===== src/rtl/tsr_pkg.sv =====
package tsr_pkg;
    localparam int unsigned STAMP_W = 16;
    localparam int unsigned ADDR_W  = 12;

    typedef logic [STAMP_W-1:0] stamp_t;
    typedef logic [ADDR_W-1:0]  blk_addr_t;

    typedef enum logic {SET_READ = 1'b0, SET_WRITE = 1'b1} set_kind_e;

    typedef struct packed {
        logic      vld;
        logic      wr;
        blk_addr_t addr;
    } access_t;

    // Returns 1 when stamp a (thread ia) is ordered before stamp b (thread ib).
    // The signed difference survives counter rollover.
    function automatic logic stamp_before(input stamp_t a, input int unsigned ia,
                                          input stamp_t b, input int unsigned ib);
        stamp_t diff;
        diff = a - b;
        if (diff == '0) return (ia < ib);
        return diff[STAMP_W-1];
    endfunction
endpackage


===== src/rtl/tsr_stamp_alloc.sv =====
module tsr_stamp_alloc
    import tsr_pkg::*;
#(
    parameter int unsigned NTHR = 4,
    parameter stamp_t      SEED = '0
) (
    input  logic                clk,
    input  logic                rst,
    input  logic [NTHR-1:0]     enter_i,
    input  logic [NTHR-1:0]     commit_i,
    output logic [NTHR-1:0]     active_o,
    output stamp_t              stamp_o [NTHR]
);
    stamp_t          next_q;
    stamp_t          grant_stamp [NTHR];
    logic [NTHR-1:0] fresh;
    stamp_t          taken;

    always_comb begin
        taken = '0;
        for (int t = 0; t < NTHR; t++) begin
            fresh[t]       = enter_i[t] && !active_o[t] && !commit_i[t];
            grant_stamp[t] = next_q + taken;
            if (fresh[t]) taken = taken + stamp_t'(1);
        end
    end

    always_ff @(posedge clk) begin
        if (rst) begin
            next_q   <= SEED;
            active_o <= '0;
            for (int t = 0; t < NTHR; t++) stamp_o[t] <= '0;
        end else begin
            next_q <= next_q + taken;
            for (int t = 0; t < NTHR; t++) begin
                if (commit_i[t]) begin
                    active_o[t] <= 1'b0;
                end else if (fresh[t]) begin
                    active_o[t] <= 1'b1;
                    stamp_o[t]  <= grant_stamp[t];
                end
            end
        end
    end
endmodule


===== src/rtl/tsr_addr_cam.sv =====
module tsr_addr_cam
    import tsr_pkg::*;
#(
    parameter int unsigned DEPTH = 8,
    parameter int unsigned NQ    = 4
) (
    input  logic             clk,
    input  logic             rst,
    input  logic             clr_i,
    input  logic             ins_i,
    input  blk_addr_t        ins_addr_i,
    input  blk_addr_t        q_addr_i [NQ],
    output logic [NQ-1:0]    hit_o
);
    localparam int unsigned IDX_W = (DEPTH > 1) ? $clog2(DEPTH) : 1;

    logic [DEPTH-1:0] slot_vld;
    blk_addr_t        slot_addr [DEPTH];
    logic             present;
    logic             have_free;
    logic [IDX_W-1:0] free_idx;

    always_comb begin
        present   = 1'b0;
        have_free = 1'b0;
        free_idx  = '0;
        for (int s = DEPTH - 1; s >= 0; s--) begin
            if (slot_vld[s] && slot_addr[s] == ins_addr_i) present = 1'b1;
            if (!slot_vld[s]) begin
                have_free = 1'b1;
                free_idx  = IDX_W'(s);
            end
        end
    end

    always_comb begin
        for (int q = 0; q < NQ; q++) begin
            hit_o[q] = 1'b0;
            for (int s = 0; s < DEPTH; s++)
                if (slot_vld[s] && slot_addr[s] == q_addr_i[q]) hit_o[q] = 1'b1;
        end
    end

    always_ff @(posedge clk) begin
        if (rst || clr_i) begin
            slot_vld <= '0;
        end else if (ins_i && !present && have_free) begin
            slot_vld[free_idx]  <= 1'b1;
            slot_addr[free_idx] <= ins_addr_i;
        end
    end
endmodule


===== src/rtl/tsr_conflict_pick.sv =====
module tsr_conflict_pick
    import tsr_pkg::*;
#(
    parameter int unsigned NTHR = 4
) (
    input  logic [NTHR-1:0] part_i,
    input  access_t         acc_i    [NTHR],
    input  logic [NTHR-1:0] rd_hit_i [NTHR],
    input  logic [NTHR-1:0] wr_hit_i [NTHR],
    input  stamp_t          stamp_i  [NTHR],
    output logic [NTHR-1:0] lose_o
);
    // hold[t][u]: access of t collides with a table held by live thread u
    logic [NTHR-1:0] hold [NTHR];
    logic [NTHR-1:0] same [NTHR];

    always_comb begin
        for (int t = 0; t < NTHR; t++) begin
            for (int u = 0; u < NTHR; u++) begin
                hold[t][u] = (t != u) && acc_i[t].vld && part_i[u] &&
                             (acc_i[t].wr ? (rd_hit_i[u][t] || wr_hit_i[u][t])
                                          : wr_hit_i[u][t]);
                same[t][u] = (t != u) && acc_i[t].vld && acc_i[u].vld &&
                             (acc_i[t].addr == acc_i[u].addr) &&
                             (acc_i[t].wr || acc_i[u].wr);
            end
        end
    end

    always_comb begin
        lose_o = '0;
        for (int t = 0; t < NTHR; t++)
            for (int u = 0; u < NTHR; u++)
                if ((hold[t][u] || hold[u][t] || same[t][u]) &&
                    stamp_before(stamp_i[u], u, stamp_i[t], t))
                    lose_o[t] = 1'b1;
    end
endmodule


===== src/rtl/tsr_resolver_top.sv =====
module tsr_resolver_top
    import tsr_pkg::*;
#(
    parameter int unsigned NTHR       = 4,
    parameter int unsigned SET_DEPTH  = 8,
    parameter logic [15:0] STAMP_SEED = 16'h0000
) (
    input  logic                     clk,
    input  logic                     rst,
    input  logic [NTHR-1:0]          enter_i,
    input  logic [NTHR-1:0]          commit_i,
    input  logic [NTHR-1:0]          acc_vld_i,
    input  logic [NTHR-1:0]          acc_wr_i,
    input  logic [NTHR*ADDR_W-1:0]   acc_addr_i,
    output logic [NTHR-1:0]          restart_o,
    output logic [NTHR-1:0]          active_o,
    output logic [NTHR*STAMP_W-1:0]  stamp_o
);
    stamp_t          stamp_arr [NTHR];
    logic [NTHR-1:0] part;
    access_t         acc [NTHR];
    blk_addr_t       q_addr [NTHR];
    logic [NTHR-1:0] rd_hit [NTHR];
    logic [NTHR-1:0] wr_hit [NTHR];
    logic [NTHR-1:0] lose;

    assign part = active_o & ~commit_i;

    tsr_stamp_alloc #(.NTHR(NTHR), .SEED(stamp_t'(STAMP_SEED))) alloc_i (
        .clk      (clk),
        .rst      (rst),
        .enter_i  (enter_i),
        .commit_i (commit_i),
        .active_o (active_o),
        .stamp_o  (stamp_arr)
    );

    for (genvar t = 0; t < NTHR; t++) begin : g_thr
        assign q_addr[t]   = acc_addr_i[t*ADDR_W +: ADDR_W];
        assign acc[t].vld  = acc_vld_i[t] && part[t];
        assign acc[t].wr   = acc_wr_i[t];
        assign acc[t].addr = q_addr[t];
        assign stamp_o[t*STAMP_W +: STAMP_W] = stamp_arr[t];

        for (genvar k = 0; k < 2; k++) begin : g_set
            localparam set_kind_e KIND = set_kind_e'(k);
            logic          ins;
            logic [NTHR-1:0] hit;
            assign ins = acc[t].vld && !lose[t] && (acc[t].wr == (KIND == SET_WRITE));

            tsr_addr_cam #(.DEPTH(SET_DEPTH), .NQ(NTHR)) cam_i (
                .clk        (clk),
                .rst        (rst),
                .clr_i      (lose[t] || commit_i[t]),
                .ins_i      (ins),
                .ins_addr_i (q_addr[t]),
                .q_addr_i   (q_addr),
                .hit_o      (hit)
            );

            if (KIND == SET_WRITE) begin : g_w
                assign wr_hit[t] = hit;
            end else begin : g_r
                assign rd_hit[t] = hit;
            end
        end
    end

    tsr_conflict_pick #(.NTHR(NTHR)) pick_i (
        .part_i   (part),
        .acc_i    (acc),
        .rd_hit_i (rd_hit),
        .wr_hit_i (wr_hit),
        .stamp_i  (stamp_arr),
        .lose_o   (lose)
    );

    always_ff @(posedge clk) begin
        if (rst) restart_o <= '0;
        else     restart_o <= lose;
    end
endmodule


===== config.mk =====
export PLATFORM = sky130hd
export DESIGN_NAME = tsr_resolver_top
export DESIGN_NICKNAME = d
export VERILOG_FILES = /design/src/rtl/tsr_pkg.sv /design/src/rtl/tsr_stamp_alloc.sv /design/src/rtl/tsr_addr_cam.sv /design/src/rtl/tsr_conflict_pick.sv /design/src/rtl/tsr_resolver_top.sv
export SDC_FILE = /design/constraint.sdc
export NUM_CORES = 2
export LEC_CHECK = 0
export BUFFER_PORTS_ARGS = -buffer_cell sky130_fd_sc_hd__buf_2
export CAP_MARGIN = 20
export CORE_ASPECT_RATIO = 1.5
export CORE_MARGIN = 2
export CORE_UTILIZATION = 50
export CTS_BUF_LIST = sky130_fd_sc_hd__clkbuf_16
export CTS_CLUSTER_DIAMETER = 150
export CTS_CLUSTER_SIZE = 24
export DETAILED_ROUTE_END_ITERATION = 12
export GPL_TIMING_DRIVEN = 0
export PLACE_DENSITY_LB_ADDON = 0.2
export SLEW_MARGIN = 40
export SYNTH_ARGS = -nofsm -noshare
export SYNTH_HDL_FRONTEND = slang
export SYNTH_SLANG_ARGS = --single-unit

===== constraint.sdc =====
create_clock -name clk -period 5.6 [get_ports clk]
set_input_delay 1.68 -clock clk [delete_from_list [all_inputs] [get_ports clk]]
set_output_delay 1.68 -clock clk [all_outputs]
set_load 0.01 [all_outputs]

==> results.env <==
RUN_STATUS='finished, violations left'
VIOLATIONS='negative setup slack'
SYN2LAYOUT_AREA_GROWTH_PCT=10.5
GRT_PASS1_WL_UM=580000
CP.REQUIRED_NS=6.11
R2R-START='alloc_i.stamp_o[1]'
WORSTSETUPSTARTPOINTTYPE='input pin'
HP-CLASS='register to register'
TIMING.FINAL.SETUP_VIOLATIONS=564
POWER.SHARE.COMBINATIONAL_PCT=28.9
CRITICAL_PATH.MOST_COMMON_CELL='sky130_fd_sc_hd__buf_2'
PEAKVDDDROP_V=0.000314
YOSYS.AREA.TOP_TYPE='sky130_fd_sc_hd__edfxtp_1'
CLOCK_SKEW_NS=0.0969
YOSYSWARNINGS=0
SYNTH_ENABLE_FLOP_CELLS=768
INITIAL_CORE_UTIL_PCT=50.2
TIMING.SETUP.CRITICAL_PATH_CLASS='input pin to register'
DIE-WIDTH_UM=321
TOTAL_SWITCHING_POWER_uW=5910
POWER.SEQUENTIAL.FRACTION_PCT=46.4
ROUTE.VIAS.TOTAL=70100
FINALMAXSLEWVIOLATIONS=0
CORE_UM2=150000
POWERDENSITY_nW_PER_UM2=196
HOLD_VIOLATIONS=0
MAX_SLEW.WORST_PIN.SLEW_NS=1.03
POWER.LEAKAGE_uW=0.0265
POST-ROUTE-DRC-COUNT=0
GRT.OVERFLOW.TOTAL=0
OVERALL_FRACTION_OF_GLOBAL_ROUTE_TRACKS_IN_USE_PCT=55.8
SYNTHESIS.NETS=7920
ACHIEVABLE-FREQUENCY_MHz=170
CTS_TREE='yes'
FINALCRITICALPERIOD_NS=5.89
IOPINCOUNT=138
GRT_PASS1_VIAS=65700
CLK_PIN_SLEW_WORST_PATHS_NS=0.11
POWER.SHARE.CLOCK_PCT=24.8
SYNTH_FF_TYPE='sky130_fd_sc_hd__edfxtp_1'
DETAIL-ROUTE-ANTENNA-NETS=0
NUMCTSBUFFERS=44
CLOCK_TREE.BUFFER_DEPTH=3
FINAL.PERIOD_UTILIZATION_PCT=105
FINAL_NET_COUNT=8116
WORST_PATH_LARGEST_CELL_DELAY_NS=0.54
TIMING.CRITICAL_PATH.CELLS='buf_6 -> clkbuf_4 -> buf_4 -> xnor2_1 -> nand4_1 -> nor4_2 -> a41oi_1 -> a41oi_1 -> o41ai_2 -> a21oi_2 -> nand3_1 -> nand4_1 -> buf_4 -> clkbuf_4 -> nor4_2 -> buf_2 -> buf_2 -> buf_2'
PORTBUFFERS=136
INTERNAL_POWER_uW=10400
CRITICAL_PATH_LAUNCH_POINT='acc_addr_i[17]'
POSTSYNTHREGISTERBITS=920
SYNTH.CELL_AREA_UM2=75100
WORSTPATHMAXFANOUT=17
HOLDBUFCOUNTCTS=0
POST_DRT_WL_PER_CELL_UM=44.6
COMBINED_AREA_OF_THE_MULTI_INPUT_LOGIC_CELLS_UM2=46600
SYN_AREA_PER_CELL_UM2=9.82
POSTLAYOUTSETUPSLACKWORST_NS=-0.290
VIAS_PER_CELL=7.13
DETAILEDPLACEMENTHPWL_UM=303000
YOSYSTOPAREACELLSHARE_PCT=30.7
ARRIVAL_NS=6.40
CLKLATENCYLATEPIN_NS=0.81
TOTAL_POWER_uW=16300
LARGEST_NET_DEGREE_AT_THE_START_OF_GLOBAL_ROUTING=26
CTS-HTREE-LEVELS=2
TOTALWIRELENGTH_UM=439000
DR.FIRST_ITER.DRC_COUNT=11500
DRT_PRE_ANTENNA_ITERS=7
MAX_SLEW_MARGIN_PCT=30.4
LAYOUT-DRIVE-GT1-SHARE_PCT=9.68
SYNTH_CELL_TYPE_COUNT=79
HOLDCRITSTARTPOINT='alloc_i.active_o[1]'
GATE_COUNT_OF_THE_MAPPED_NETLIST=7651
CRITICAL-PATH-SLOWEST-CELL='sky130_fd_sc_hd__nor4_2'
MOST_FREQUENT_CELL_AFTER_SYNTHESIS='sky130_fd_sc_hd__xnor2_1'
MAXCAPVIOLATIONS=0
CRIT_PATH_END_KIND='register'
UNREPAIRED_SETUP_ENDPOINTS_AFTER_GLOBAL_ROUTING='true'
SYNTH.TOP_CELLS.BY_AREA='sky130_fd_sc_hd__edfxtp_1 (31%), sky130_fd_sc_hd__xnor2_1 (24%), sky130_fd_sc_hd__xor2_1 (13%), sky130_fd_sc_hd__dfxtp_1 (4.0%), sky130_fd_sc_hd__nand4_1 (3.8%)'
DIE_HEIGHT_UM=479
POWER.SHARE.SWITCHING_PCT=36.3
SYNTH-SEQ-AREA-SHARE_PCT=34.7
FILLERS=13600
CLOCK-ROOT-BUFFER='sky130_fd_sc_hd__clkbuf_16'
ANTENNA_VIOLATIONS_BEFORE_REPAIR=31
POSTLAYOUTCOREUTIL_PCT=55.5
FINAL_WEIGHTED_CONGESTION_IN_ROUTABILITY_DRIVEN_PLACEMENT=1.11
CLOCK-SINKS=920
NUM_ROWS=174
SYNTH.CELLS.MOST_FREQUENT='sky130_fd_sc_hd__xnor2_1 (2077), sky130_fd_sc_hd__xor2_1 (1149), sky130_fd_sc_hd__edfxtp_1 (768)'
DESIGN.DIE.AREA_UM2=153000
YS_ASYNC_SR_FRACTION_PCT=0
AREA.SEQUENTIAL_UM2=26100
registers in the layout, summed over array words and instances (netlist names):
signal,flops
g_thr.g_set.cam_i.slot_addr,768
alloc_i.stamp_o,64
g_thr.g_set.cam_i.slot_vld,64
alloc_i.next_q,16
alloc_i.active_o,4
restart_o,4
placed cells by master, fill, tap and decap left out, drive strengths merged, types with 17 or more instances in the layout:
master / Yosys / routed
a21o: 34 / 34
nor2: 191 / 191
o21bai: 20 / 20
nand2b: 31 / 31
diode: 0 / 20
nor2b: 47 / 47
clkbuf: 208 / 229
o21ai: 118 / 118
edfxtp: 768 / 768
and3: 17 / 17
a41oi: 81 / 81
nand4: 452 / 452
xor2: 1149 / 1149
a21oi: 158 / 158
o21a: 23 / 23
nand2: 285 / 285
inv: 124 / 160
a211oi: 46 / 46
dfxtp: 152 / 152
or3: 27 / 27
buf: 462 / 635
a31oi: 26 / 26
nor4: 446 / 446
and2: 24 / 24
nand3: 188 / 188
ha: 194 / 194
xnor2: 2077 / 2077
nor3: 69 / 69
cells by family (layout without fill, tap and decap cells):
| logic type | after synthesis | after routing | share of synthesized area [%] |
|---|---|---|---|
| xor+xnor | 3226 | 3226 | 37.6 |
| simple gates | 1833 | 1833 | 13.4 |
| flops | 920 | 920 | 34.7 |
| buf+inv | 795 | 1026 | 4.64 |
| compound gates | 658 | 658 | 5.95 |
| fa+ha+maj | 203 | 203 | 3.47 |
| mux | 15 | 15 | 0.210 |
| other cells | 1 | 21 | 0.00499 |
worst max-delay path: cells and delay by family:
kind	cells	cell delay [ns]
AO/OA/AOI/OAI	4	1.17
XOR/XNOR	1	0.16
buffers and inverters	8	2.14
AND/OR/NAND/NOR	5	1.15
power by group through the flow:
stage          Sequential, uW  Clock [uW]  Combinational, uW
2_1_floorplan            7650           0               2430
3_3_place_gp             7710           0               4100
3_5_place_dp             7710           0               4180
4_1_cts                  7550        3940               4340
5_1_grt                  7550        4130               4710
6_report                 7560        4040               4700
final cells by class:
type,instances,area share [%]
Antenna cell,20,0.0603
Buffer,619,5.57
Clock buffer,44,1.33
Clock inverter,37,0.223
Inverter,125,0.565
Multi-Input combinational cell,5936,56.1
Sequential cell,920,31.4
Tap cell,1936,2.92
Timing Repair Buffer,201,1.83
path summary, 6_finish.rpt:
kind                                                    to  slack, ns  depth (start not counted)
setup / recovery   g_thr[0].g_set[0].cam_i.slot_addr[7][1]      -0.29                         18
hold / removal                         alloc_i.active_o[1]       0.57                          1
setup reg to reg  g_thr[3].g_set[1].cam_i.slot_addr[6][11]          0                         16
hold reg to reg                        alloc_i.active_o[1]       0.57                          1
per-layer routing:
layer	share of wire, %	vias to the layer above	global-route usage, %	routed length (um)
met4	13	12	57.6	58400
met3	14	2684	22.5	61100
li1	-	27000	-	-
met1	32	33900	60.3	140000
met2	41	6525	80.5	180000
met5	0.083	-	0.876	366
metrics by stage:
| stage | TNS, ns | hold WS (ns) | setup WS, ns | instances | area [um2] |
|---|---|---|---|---|---|
| 2_1_floorplan | 0 | 0.485 | 0.00120 | 7651 | 75200 |
| 3_3_place_gp | -3463.52 | 0.525 | -5.20 | 9723 | 78300 |
| 3_5_place_dp | -2437.77 | 0.545 | -3.98 | 9772 | 79100 |
| 4_1_cts | 0 | 0.569 | 0.00574 | 9819 | 82500 |
| 5_1_grt | -0.272 | 0.600 | -0.0554 | 9821 | 83000 |
| 6_report | -67.33 | 0.566 | -0.290 | 9838 | 83100 |
what timing repair did:
action,CTS,global route
setup buffers,15,0
pin swaps,21,7
endpoints found under the setup margin,836,540
resized for setup,639,145
No activity file was read; power rests on OpenSTA's default activity.
